$ cat config.mk
export PLATFORM = sky130hd
export DESIGN_NAME = tape_read_unit
export DESIGN_NICKNAME = d
export VERILOG_FILES = /design/src/rtl/tape_rd_pkg.sv /design/src/rtl/tape_lane.sv /design/src/rtl/halt_ctrl.sv /design/src/rtl/tape_read_unit.sv
export SDC_FILE = /design/constraint.sdc
export NUM_CORES = 1
export LEC_CHECK = 0
export BUFFER_PORTS_ARGS = -buffer_cell sky130_fd_sc_hd__buf_2
export CAP_MARGIN = 20
export CORE_ASPECT_RATIO = 1.5
export CORE_MARGIN = 2
export CORE_UTILIZATION = 45
export CTS_CLUSTER_DIAMETER = 30
export DETAILED_ROUTE_END_ITERATION = 8
export PLACE_DENSITY = 0.85
export SLEW_MARGIN = 20
export SYNTH_ARGS = -nofsm -noshare
export SYNTH_HDL_FRONTEND = slang
export SYNTH_SLANG_ARGS = --single-unit
$ cat constraint.sdc
create_clock -name clk -period 2.8 [get_ports clk]
set_clock_uncertainty 0.1 [all_clocks]
set_input_delay 0.84 -clock clk [delete_from_list [all_inputs] [get_ports clk]]
set_output_delay 0.84 -clock clk [all_outputs]
set_load 0.01 [all_outputs]
$ cat src/rtl/tape_rd_pkg.sv
package tape_rd_pkg;
  localparam int NUM_TAPES = 2;
endpackage

$ cat src/rtl/tape_lane.sv
module tape_lane #(
  parameter int W = 32
) (
  input  logic         clk,
  input  logic         rst_n,
  input  logic         pick,
  input  logic         s_valid,
  input  logic [W-1:0] s_data,
  input  logic         s_end,
  output logic         s_ready,
  output logic         can_finish,
  output logic         has_word,
  output logic [W-1:0] word
);
  logic dry_q;

  assign has_word   = s_valid & ~dry_q;
  assign can_finish = dry_q | s_valid | s_end;
  assign s_ready    = pick & has_word;
  assign word       = s_data;

  always_ff @(posedge clk) begin
    if (!rst_n)                                  dry_q <= 1'b0;
    else if (pick && !dry_q && !s_valid && s_end) dry_q <= 1'b1;
  end


  dry_sticky_chk: assert property (@(posedge clk) disable iff (!rst_n)
    dry_q |=> dry_q);

  dry_no_take_chk: assert property (@(posedge clk) disable iff (!rst_n)
    dry_q |-> !s_ready);
endmodule

$ cat src/rtl/halt_ctrl.sv
module halt_ctrl #(
  parameter int W = 32
) (
  input  logic         clk,
  input  logic         rst_n,
  input  logic         ans_valid,
  input  logic [W-1:0] ans_value,
  output logic         halted,
  output logic         accepted,
  output logic [W-1:0] ret_value
);
  logic take;
  assign take = ans_valid & ~halted;

  always_ff @(posedge clk) begin
    if (!rst_n) begin
      halted    <= 1'b0;
      accepted  <= 1'b0;
      ret_value <= '0;
    end else if (take) begin
      halted    <= 1'b1;
      accepted  <= (ans_value == '0);
      ret_value <= ans_value;
    end
  end


  halt_frozen_chk: assert property (@(posedge clk) disable iff (!rst_n)
    halted |=> halted && $stable(accepted) && $stable(ret_value));

  accept_rule_chk: assert property (@(posedge clk) disable iff (!rst_n)
    $rose(halted) |-> (accepted == (ret_value == '0)));

  halt_capture_chk: assert property (@(posedge clk) disable iff (!rst_n)
    (ans_valid && !halted) |=> halted && ret_value == $past(ans_value));
endmodule

$ cat src/rtl/tape_read_unit.sv
module tape_read_unit
  import tape_rd_pkg::*;
#(
  parameter int W     = 32,
  parameter int IDX_W = 8
) (
  input  logic             clk,
  input  logic             rst_n,
  input  logic             rd_valid,
  input  logic [IDX_W-1:0] rd_tape,
  output logic             rd_ready,
  output logic             rd_done,
  output logic [W-1:0]     rd_data,
  output logic             rd_flag,
  input  logic             s0_valid,
  input  logic [W-1:0]     s0_data,
  input  logic             s0_end,
  output logic             s0_ready,
  input  logic             s1_valid,
  input  logic [W-1:0]     s1_data,
  input  logic             s1_end,
  output logic             s1_ready,
  input  logic             ans_valid,
  input  logic [W-1:0]     ans_value,
  output logic             halted,
  output logic             accepted,
  output logic [W-1:0]     ret_value
);
  localparam int LANES = NUM_TAPES;

  logic         in_valid [LANES];
  logic [W-1:0] in_data  [LANES];
  logic         in_end   [LANES];
  logic         out_rdy  [LANES];
  logic         fin      [LANES];
  logic         hit      [LANES];
  logic [W-1:0] lword    [LANES];
  logic         pick     [LANES];

  assign in_valid[0] = s0_valid;
  assign in_data[0]  = s0_data;
  assign in_end[0]   = s0_end;
  assign in_valid[1] = s1_valid;
  assign in_data[1]  = s1_data;
  assign in_end[1]   = s1_end;
  assign s0_ready    = out_rdy[0];
  assign s1_ready    = out_rdy[1];

  logic live, idx_ok;
  assign live   = rd_valid & ~halted & ~ans_valid;
  assign idx_ok = (rd_tape < IDX_W'(LANES));

  for (genvar g = 0; g < LANES; g++) begin : g_lane
    assign pick[g] = live & (rd_tape == IDX_W'(g));
    tape_lane #(.W(W)) i_lane (
      .clk       (clk),
      .rst_n     (rst_n),
      .pick      (pick[g]),
      .s_valid   (in_valid[g]),
      .s_data    (in_data[g]),
      .s_end     (in_end[g]),
      .s_ready   (out_rdy[g]),
      .can_finish(fin[g]),
      .has_word  (hit[g]),
      .word      (lword[g])
    );
  end

  logic         sel_fin, sel_hit;
  logic [W-1:0] sel_word;
  always_comb begin
    sel_fin  = 1'b0;
    sel_hit  = 1'b0;
    sel_word = '0;
    for (int i = 0; i < LANES; i++) begin
      if (rd_tape == IDX_W'(i)) begin
        sel_fin  = fin[i];
        sel_hit  = hit[i];
        sel_word = lword[i];
      end
    end
  end

  logic finish, deliver;
  assign finish   = live & (~idx_ok | sel_fin);
  assign deliver  = live & idx_ok & sel_hit;
  assign rd_ready = finish;

  always_ff @(posedge clk) begin
    if (!rst_n) begin
      rd_done <= 1'b0;
      rd_data <= '0;
      rd_flag <= 1'b0;
    end else begin
      rd_done <= finish;
      if (finish) begin
        rd_data <= deliver ? sel_word : '0;
        rd_flag <= ~deliver;
      end
    end
  end

  halt_ctrl #(.W(W)) i_halt (
    .clk      (clk),
    .rst_n    (rst_n),
    .ans_valid(ans_valid),
    .ans_value(ans_value),
    .halted   (halted),
    .accepted (accepted),
    .ret_value(ret_value)
  );


  empty_is_zero_chk: assert property (@(posedge clk) disable iff (!rst_n)
    (rd_done && rd_flag) |-> rd_data == '0);

  done_follows_accept_chk: assert property (@(posedge clk) disable iff (!rst_n)
    rd_done |-> $past(rd_ready));

  bad_index_no_take_chk: assert property (@(posedge clk) disable iff (!rst_n)
    (rd_ready && !idx_ok) |-> !s0_ready && !s1_ready);

  halted_no_read_chk: assert property (@(posedge clk) disable iff (!rst_n)
    halted |-> !rd_ready && !s0_ready && !s1_ready);

  answer_wins_chk: assert property (@(posedge clk) disable iff (!rst_n)
    ans_valid |-> !rd_ready);
endmodule

---- Word-level counts from Yosys, hierarchy flattened ----
Index checks and enable logic that the tools add are counted.
Widths: inputs -> output; s select.
word-level totals
  register bits ........................... 70
  bits in latches ......................... 0
  bits in writable memories ............... 0
  bits in read-only memories .............. 0
  input bits .............................. 112
  output and inout bits ................... 71
  word-level logic and storage cells ...... 52
  memories ................................ 0
cells by class
  add/sub/neg operators ................... 0
  multiply operators ...................... 0
  divide/modulo/power cells ............... 0
  order comparisons ....................... 1
  equal/unequal tests ..................... 1
  shifts and indexed selects .............. 0
  muxes and demuxes ....................... 7
  bitwise operators ....................... 23
  reductions and logical operators ........ 12
operators with widths
  cell                count
  $mux 32             3
  $logic_not 32->1    1
  $and 1x1->1         12
  $eq 8x1->1 const B  1
  $logic_not 8->1     1
  $lt 8x2->1 const B  1
  $logic_and 1x1->1   6
  $not 1->1           6
  $or 1x1->1          5
  $logic_not 1->1     4
  $mux 1              4

---- Depth between registers and ports, before layout ----
Gate-level depths: netlist of run 1.
  depth after elaboration ................. 7
  mapped depth ............................ 5
  mapped depth without buffers ............ 4

---- Modules after synthesis ----
From an unflattened synthesis of run 1, not the netlist that was laid out.
second synthesis, totals
  cells, all modules ...................... 396
  area total of the unflattened synthesis .. 3528.4 um^2
by module, submodules not included
  module          instances  cells each  area an instance (um^2)  sequential area each (um^2)
  tape_read_unit  1          160         1582.8                   680.7
  halt_ctrl       1          158         1355.0                   680.7
  tape_lane       2          39          295.3                    20.0

---- Least setup slack after synthesis of run 1 ----
Ideal clock, no wire load.
  path kind ............................... input to output
  from .................................... in rd_tape[0]
  to ...................................... out s0_ready
  data arrival time ....................... 1.632 ns
  data required time ...................... 1.860 ns
  setup slack ............................. 0.228 ns
  stages .................................. 3
  path buffers ............................ 1
  cells stage by stage .................... nor3b_2 clkbuf_1 and2_1
on the way
  cells in the longest elaborated chain, start to end .. 3
ends and longest elaborated chain
  element          RTL line              source
  start, declared  tape_read_unit.sv:10  input logic [IDX_W-1:0] rd_tape,
  $logic_not 8->1  tape_read_unit.sv:54  assign pick[g] = live & (rd_tape == IDX_W'(g));
  $and 1x1->1      tape_read_unit.sv:54
  $and 1x1->1      tape_lane.sv:19       assign s_ready = pick & has_word;
  end, declared    tape_read_unit.sv:18  output logic s0_ready,
Every way passes these cells.

---- Final worst setup path of run 1 ----
  from .................................... in rd_tape[2]
  to ...................................... out s1_ready
on the way
  cells in the longest elaborated chain, start to end .. 3
ends and longest elaborated chain
  element        RTL line              source
  $eq 8x1->1     tape_read_unit.sv:54
  $and 1x1->1    tape_read_unit.sv:54
  $and 1x1->1    tape_lane.sv:19
  end, declared  tape_read_unit.sv:22  output logic s1_ready,
Every way passes these cells.

==> out/qor.txt, run 1 <==
CP Data Arrival Time = 1830 ps
depth of the CTS H-tree = 3
leakage power summed over all cells = 1.92 nW
Post-synth EDFFs = 0
number of pins exceeding their max-slew limit in the final report = 0
pwr dens = 559 nW/µm²
Global Route met2 Usage = 0.423
count of buffer and inverter cells on the critical path = 3
die extent in y = 101 µm
fraction of final layout cells with drive strength greater than 1 = 0.498
worst-margin pin slew = 540 ps
post-DR wirelength/cell = 14.8 µm
Placeable Area = 6130 µm²
met1 usage = 0.232
data required time at the worst endpoint = 1860 ps
aggregate routed wire length = 8.24 mm
TritonCTS sink count = 70
Yosys Warn Count = 0
Critical Path Slowest Stage Cell = sky130_fd_sc_hd__nor4_4
cell area after synthesis = 2840 µm²
worst min-delay path category = flop to flop
last weighted congestion value of the routability-driven placer = 0.845
HPWL Detailed = 6.24 mm
total number of vias = 2,964
Max Fanout on Critical Path = 3
clock buffer count from CTS = 9
status = complete, no violations
endpoints failing setup = 0
Clock Tree Buf Depth = 2
library cell used as clock root buffer = sky130_fd_sc_hd__clkbuf_8
number of core rows = 35
fin nets = 589
final antenna-violating net count = 0
initial drt markers = 81
synthesized netlist net count = 407
share of Yosys cell area claimed by the top area cell type = 0.494
Most Used Layer, Global Route = met2
leading cell types by count after synthesis = sky130_fd_sc_hd__dfxtp_1, sky130_fd_sc_hd__nand2_1, sky130_fd_sc_hd__a21oi_1, sky130_fd_sc_hd__a22oi_1, sky130_fd_sc_hd__o2bb2ai_1
post-synth top area cell = sky130_fd_sc_hd__dfxtp_1
cells taking the most area after synthesis = sky130_fd_sc_hd__dfxtp_1, sky130_fd_sc_hd__a22oi_1, sky130_fd_sc_hd__nand2_1
number of max-cap violations = 0
Largest delay share family, worst path = simple AND/OR/NAND/NOR gates
Clock Latency Late Sink = 340 ps
final critical-path share of the clock period = 0.989
number of antenna violations at the first check in global routing = 0
final core occ = 0.675
count of antenna diodes in the layout = 0
global routing met3 resource utilization = 0.0833
growth of design area from synthesis to finish = 45.9%
Die Area = 6970 µm²
first-pass GRT wire length = 12.1 mm
length of the first detailed-routing pass in iterations = 6
part of the Yosys area used for sequential elements = 0.494
Mapped Cells = 295
Avg Synthesized Cell Area = 9.62 µm²
hold bufs inserted after CTS = 0
I/O pins = 183
number of buffer cells added on primary ports = 182
Initial Util = 0.463
maximum VDD drop = 0.000387 V
overall global routing resource usage = 0.232
total congestion overflow after global routing = 0
Critical Setup Path Class = input pin to output port
Fin Hold WS = 353 ps
crit end category = output port
clock transition at the registers of the reported paths = 70 ps
Synth Register Bits = 70
achievable frequency = 361 MHz
overall power consumption = 2.31 mW
worst hold path depth = 2
total DRC errors in the routed layout = 0
kind of launch point of the worst setup path = input pin
number of distinct library cells after synthesis = 33
top flip-flop cell by instance count after synthesis = sky130_fd_sc_hd__dfxtp_1
cell seen most often among critical-path stages = sky130_fd_sc_hd__buf_2
via density per instance = 5.33
pin count of the biggest net entering global routing = 34
max-slew headroom at the worst pin = 0.640
cell with the most instances after synthesis = sky130_fd_sc_hd__dfxtp_1
stage delay of the slowest cell on the critical path = 270 ps
number of endpoints with negative hold slack in the final report = 0
worst reg2reg path depth = 7
Crit path depth = 6
Tmin final = 2770 ps
post-synthesis async set-or-reset flop share = 0
cell-by-cell listing of the critical path = buf_2 -> nor4_4 -> buf_4 -> and3_4 -> and2_4 -> buf_2
width of the chip = 68.8 µm
vias in the first global route = 2,737
TritonCTS clock tree = done
cells by family (layout without fill, tap and decap cells):
family / count (synthesis) / after routing / synth area share
AO/OA/AOI/OAI: 103 / 103 / 0.292
AND/OR/NAND/NOR: 97 / 97 / 0.170
flip-flops: 70 / 70 / 0.494
buffers and inverters: 25 / 212 / 0.0441
flip-flops by register name, indices dropped and copies added (netlist names):
name	flops
i_halt.halted	1
rd_flag	1
i_halt.ret_value	32
i_halt.accepted	1
g_lane.i_lane.dry_q	2
rd_data	32
rd_done	1
worst reg2reg max path: stages (launching register included):
cell	delay, ps
sky130_fd_sc_hd__dfxtp_1	360
sky130_fd_sc_hd__nor3b_2	220
sky130_fd_sc_hd__buf_4	170
sky130_fd_sc_hd__and3_4	190
sky130_fd_sc_hd__buf_4	130
sky130_fd_sc_hd__nand2_2	40
sky130_fd_sc_hd__buf_4	240
sky130_fd_sc_hd__o2bb2ai_1	210
stage by stage:
step                std cells  cell area [µm²]  setup slack, ps  TNS, ps
floorplan                 295             2840              228        0
global route              556             4140            -36.7    -80.8
finish                    556             4140             32.0        0
detailed placement        540             3850            -31.2    -31.2
global placement          540             3850            -50.2    -50.2
CTS                       556             4100             9.34        0
final cells by class:
cell class / instances / area (µm²)
well taps: 74 / 92.6
clock inverters: 7 / 121
inverters: 2 / 7.51
clock buffers: 9 / 124
multi-input cells: 200 / 1360
repair buffers: 194 / 1030
flip-flops and latches: 70 / 1400
fillers: 488 / 1990
layer usage:
layer,part of all wire,vias to the layer above
li1,-,1449
met1,0.36,1343
met2,0.52,162
met3,0.098,10
met4,0.015,0
met5,0,-
cells in the final DEF, fill, tap and decap left out, drive strengths merged, types with 6 or more instances in the layout:
master	Yosys	final
dfxtp	70	70
nor2	6	6
o2bb2ai	32	32
buf	10	194
a21oi	33	33
clkbuf	13	9
a22oi	32	32
nor4	9	9
nand2	65	65
path summary, 6_finish.rpt:
check,start,endpoint,slack [ps]
max,rd_tape[2],s1_ready,30
min,i_halt.ret_value[21],i_halt.ret_value[21],350
max reg2reg,i_halt.halted,rd_data[15],1060
min reg2reg,i_halt.ret_value[21],i_halt.ret_value[21],350
report_power, final:
| part | leakage [nW] | internal [mW] | switching [mW] |
|---|---|---|---|
| registers | 0.569 | 1.02 | 0.0153 |
| logic | 1.23 | 0.133 | 0.157 |
| clock network | 0.124 | 0.596 | 0.386 |
timing repair:
action / in CTS / in global routing
setup endpoints to repair: 1 / 2
gates resized for setup: 1 / 7
pin swaps: 0 / 3
buffers inserted: 0 / 0
Note: power is estimated with default switching activity, not from simulation.
==> inputs of run 2 (changes only) <==
Settings changed: ABC_AREA from default to 1, CORE_UTILIZATION 45 to 48.
==> run 2 against run 1 <==
  * Combinational power up 19%
  * Flip-flop and latch count unchanged
  * Via count up 33%
  * Core utilization down 1.3 points
  * Setup slack better by 83 ps
  * First-iteration DRC count up 95%
  * Fmax up 3.1%
==> out/qor.txt, run 2 <==
Internal Dissipation = 1.61 mW (was 1.75 mW)
length of the first detailed-routing pass in iterations = 5 (was 6)
most frequent cells in the layout = sky130_fd_sc_hd__buf_2, sky130_fd_sc_hd__nand2_1, sky130_fd_sc_hd__nor2_1 (was sky130_fd_sc_hd__buf_2, sky130_fd_sc_hd__dfxtp_1, sky130_fd_sc_hd__nand2_1)
aggregate routed wire length = 9.83 mm (was 8.24 mm)
Mapped Cells = 528 (was 295)
area share of fa/ha/maj cells after synthesis = 0 (unchanged)
post-DR wirelength/cell = 12.5 µm (was 14.8 µm)
min setup slack post-route = 115 ps (was 32.0 ps)
layout filler cell count = 652 (was 488)
Crit Reg-Reg Startpoint = i_halt.halted (unchanged)
width of the chip = 72.4 µm (was 68.8 µm)
largest registers = i_halt.ret_value (32), rd_data (32), g_lane.i_lane.dry_q (2) (unchanged)
total negative setup slack = 0 ps (unchanged)
HPWL Detailed = 7.40 mm (was 6.24 mm)
first-pass GRT wire length = 15.8 mm (was 12.1 mm)
via density per instance = 5.02 (was 5.33)
Initial Util = 0.492 (was 0.463)
post-synth top area cell = sky130_fd_sc_hd__dfxtp_1 (unchanged)
sequential share of power = 0.486 (was 0.449)
cell area after synthesis = 3370 µm² (was 2840 µm²)
I/O pins = 183 (unchanged)
Post-synth EDFFs = 0 (unchanged)
number of pins exceeding their max-slew limit in the final report = 0 (unchanged)
overall power consumption = 2.23 mW (was 2.31 mW)
max-slew headroom at the worst pin = 0.638 (was 0.640)
synthesized netlist net count = 640 (was 407)
TritonCTS sink count = 70 (unchanged)
depth of the CTS H-tree = 3 (unchanged)
final critical-path share of the clock period = 0.959 (was 0.989)
timing endpoint of the critical path = s1_ready (unchanged)
r2r setup slk = 1000 ps (was 1060 ps)
Place WS = 21.7 ps (was -31.2 ps)
initial drt markers = 158 (was 81)
start point of the critical path = ans_valid (was rd_tape[2])
top flip-flop cell by instance count after synthesis = sky130_fd_sc_hd__dfxtp_1 (unchanged)
fraction of final layout cells with drive strength greater than 1 = 0.315 (was 0.498)
simple-gate share of the synthesized area = 0.370 (was 0.170)
leading cell type in the layout, fill and taps excluded = sky130_fd_sc_hd__buf_2 (unchanged)
number of distinct library cells after synthesis = 21 (was 33)
achievable frequency = 372 MHz (was 361 MHz)
placed cell count = 770 (was 540)
growth of design area from synthesis to finish = 34.6% (was 45.9%)
library cell used as clock root buffer = sky130_fd_sc_hd__clkbuf_8 (unchanged)
fin nets = 815 (was 589)
clock transition at the registers of the reported paths = 80 ps (was 70 ps)
last weighted congestion value of the routability-driven placer = 0.838 (was 0.845)
overall global routing resource usage = 0.253 (was 0.232)
Clock Tree Buf Depth = 2 (unchanged)
endpoints failing setup = 0 (unchanged)
post-CTS repair timing setup buffer count = 0 (unchanged)
CP Data Arrival Time = 1740 ps (was 1830 ps)
number of core rows = 37 (was 35)
count of antenna diodes in the layout = 0 (unchanged)
dominant combinational cell family by area after synthesis = simple AND/OR/NAND/NOR gates (was compound AO/OA/AOI/OAI gates)
Avg Synthesized Cell Area = 6.39 µm² (was 9.62 µm²)
number of max-cap violations = 0 (unchanged)
clock network fraction of design power = 0.359 (was 0.425)
area occupied by multi-input gates = 1620 µm² (was 1360 µm²)
crit end category = output port (unchanged)
Clock Latency Late Sink = 340 ps (about the same)
part of the Yosys area used for sequential elements = 0.416 (was 0.494)
Placeable Area = 6850 µm² (was 6130 µm²)
pwr dens = 491 nW/µm² (was 559 nW/µm²)
Fin Hold WS = 371 ps (was 353 ps)
leakage power summed over all cells = 2.57 nW (was 1.92 nW)
cell with the most instances after synthesis = sky130_fd_sc_hd__nand2_1 (was sky130_fd_sc_hd__dfxtp_1)
worst min-delay path category = flop to flop (unchanged)
die extent in y = 107 µm (was 101 µm)
Yosys Warn Count = 0 (unchanged)
status = complete, no violations (unchanged)
number of endpoints with negative hold slack in the final report = 0 (unchanged)
Critical Setup Path Class = input pin to output port (unchanged)
share of the synthesized area in compound gates (AO/OA/AOI/OAI) = 0.107 (was 0.292)
multiplexer fraction of the synthesized cell area = 0 (unchanged)
leading cell types by count after synthesis = sky130_fd_sc_hd__nand2_1, sky130_fd_sc_hd__nor2_1, sky130_fd_sc_hd__dfxtp_1 (was sky130_fd_sc_hd__dfxtp_1, sky130_fd_sc_hd__nand2_1, sky130_fd_sc_hd__a21oi_1, sky130_fd_sc_hd__a22oi_1, sky130_fd_sc_hd__o2bb2ai_1)
endpoint of the worst register-to-register path = rd_data[2] (was rd_data[15])
data required time at the worst endpoint = 1860 ps (about the same)
post-synthesis async set-or-reset flop share = 0 (unchanged)
final antenna-violating net count = 0 (unchanged)
Max Fanout on Critical Path = 4 (was 3)
worst reg2reg path depth = 9 (was 7)
Net Sw Power = 612 µW (was 558 µW)
sequential cell area in the final layout = 1400 µm² (unchanged)
total number of vias = 3,942 (was 2,964)
total DRC errors in the routed layout = 0 (unchanged)
pin count of the biggest net entering global routing = 58 (was 34)
number of antenna violations at the first check in global routing = 0 (unchanged)
kind of launch point of the worst setup path = input pin (unchanged)
Non-Filler Instances = 786 (was 556)
Die Area = 7730 µm² (was 6970 µm²)
cells taking the most area after synthesis = sky130_fd_sc_hd__dfxtp_1, sky130_fd_sc_hd__nand2_1, sky130_fd_sc_hd__nor2_1 (was sky130_fd_sc_hd__dfxtp_1, sky130_fd_sc_hd__a22oi_1, sky130_fd_sc_hd__nand2_1)
share of Yosys cell area claimed by the top area cell type = 0.416 (was 0.494)
Synth Register Bits = 70 (unchanged)
TritonCTS clock tree = done (unchanged)
portion of total power attributed to combinational logic = 0.155 (was 0.126)
vias in the first global route = 3,740 (was 2,737)
unrepaired setup endpoints after global routing = no
clock buffer count from CTS = 9 (unchanged)
XOR/XNOR Fraction of Synth Area = 0 (unchanged)
total congestion overflow after global routing = 0 (unchanged)
maximum VDD drop = 0.000342 V (was 0.000387 V)
switching fraction of total power = 0.275 (was 0.242)
worst-margin pin slew = 543 ps (was 540 ps)
number of buffer cells added on primary ports = 182 (unchanged)
Tmin final = 2680 ps (was 2770 ps)
run 2: changes by cell type after synthesis, moves of 12 or more:
| cell | previous run | this run |
|---|---|---|
| sky130_fd_sc_hd__nor2_1 | 6 | 95 |
| sky130_fd_sc_hd__nand2_1 | 64 | 146 |
| sky130_fd_sc_hd__inv_1 | 1 | 52 |
| sky130_fd_sc_hd__nand3_1 | 3 | 46 |
| sky130_fd_sc_hd__o21ai_0 | 1 | 42 |
| sky130_fd_sc_hd__a22oi_1 | 32 | 0 |
| sky130_fd_sc_hd__o2bb2ai_1 | 19 | 0 |
| sky130_fd_sc_hd__a21oi_1 | 32 | 18 |
| sky130_fd_sc_hd__o2bb2ai_2 | 13 | 0 |
| sky130_fd_sc_hd__o21ai_1 | 0 | 12 |
run 2: area by class of cell:
class                           count  share of cell area
Clock buffer                        9              0.0273
Clock inverter                      7              0.0160
Inverter                           52              0.0430
Multi-Input combinational cell    374               0.357
Sequential cell                    70               0.309
Tap cell                           78              0.0215
Timing Repair Buffer              196               0.227
run 2: cells by family (layout without fill, tap and decap cells):
logic type             count (synthesis)  count (layout)
AO/OA/AOI/OAI                         72              72
buffers and inverters                 84             264
flip-flops                            70              70
AND/OR/NAND/NOR                      302             302
run 2: power groups by stage:
stage	Sequential, mW	Combinational [mW]	Clock (mW)
floorplan	1.13	0.141	0
global placement	1.10	0.335	0
detailed placement	1.10	0.345	0
CTS	1.08	0.346	0.819
global route	1.09	0.384	0.861
finish	1.08	0.346	0.798
run 2: layer usage:
metal	routed length (µm)	global-route usage	vias to the layer above
met4	116	0.0873	0
met1	3840	0.257	1795
li1	-	-	1993
met3	728	0.0686	11
met5	0	0	-
met2	5140	0.483	143
run 2: worst min-delay path by stage:
stage	from	to	slack [ps]	cells past startpoint
2_1_floorplan	g_lane[0].i_lane.dry_q	g_lane[0].i_lane.dry_q	350	2
3_3_place_gp	i_halt.ret_value[15]	i_halt.ret_value[15]	350	2
3_5_place_dp	i_halt.ret_value[15]	i_halt.ret_value[15]	360	2
4_1_cts	i_halt.ret_value[15]	i_halt.ret_value[15]	370	2
5_1_grt	i_halt.accepted	i_halt.accepted	400	2
6_report	i_halt.ret_value[15]	i_halt.ret_value[15]	370	2
run 2: critical path, stage by stage:
cell and delay (ps):
sky130_fd_sc_hd__buf_2 90, sky130_fd_sc_hd__inv_1 60, sky130_fd_sc_hd__nand3_1 140, sky130_fd_sc_hd__inv_1 180, sky130_fd_sc_hd__nand2_2 90, sky130_fd_sc_hd__nor4_2 160, sky130_fd_sc_hd__buf_2 180
run 2: metrics by stage:
stage / util / cell area (µm²)
after floorplan: - / 3370
after global placement: 0.632 / 4330
after detailed placement: 0.632 / 4330
after CTS: 0.661 / 4530
after global routing: 0.662 / 4540
final: 0.662 / 4540
run 2: timing repair:
action,in CTS,in global routing
hold buffers,0,0
setup endpoints to repair,0,2
gates resized for setup,0,2
hold endpoints to repair,0,0
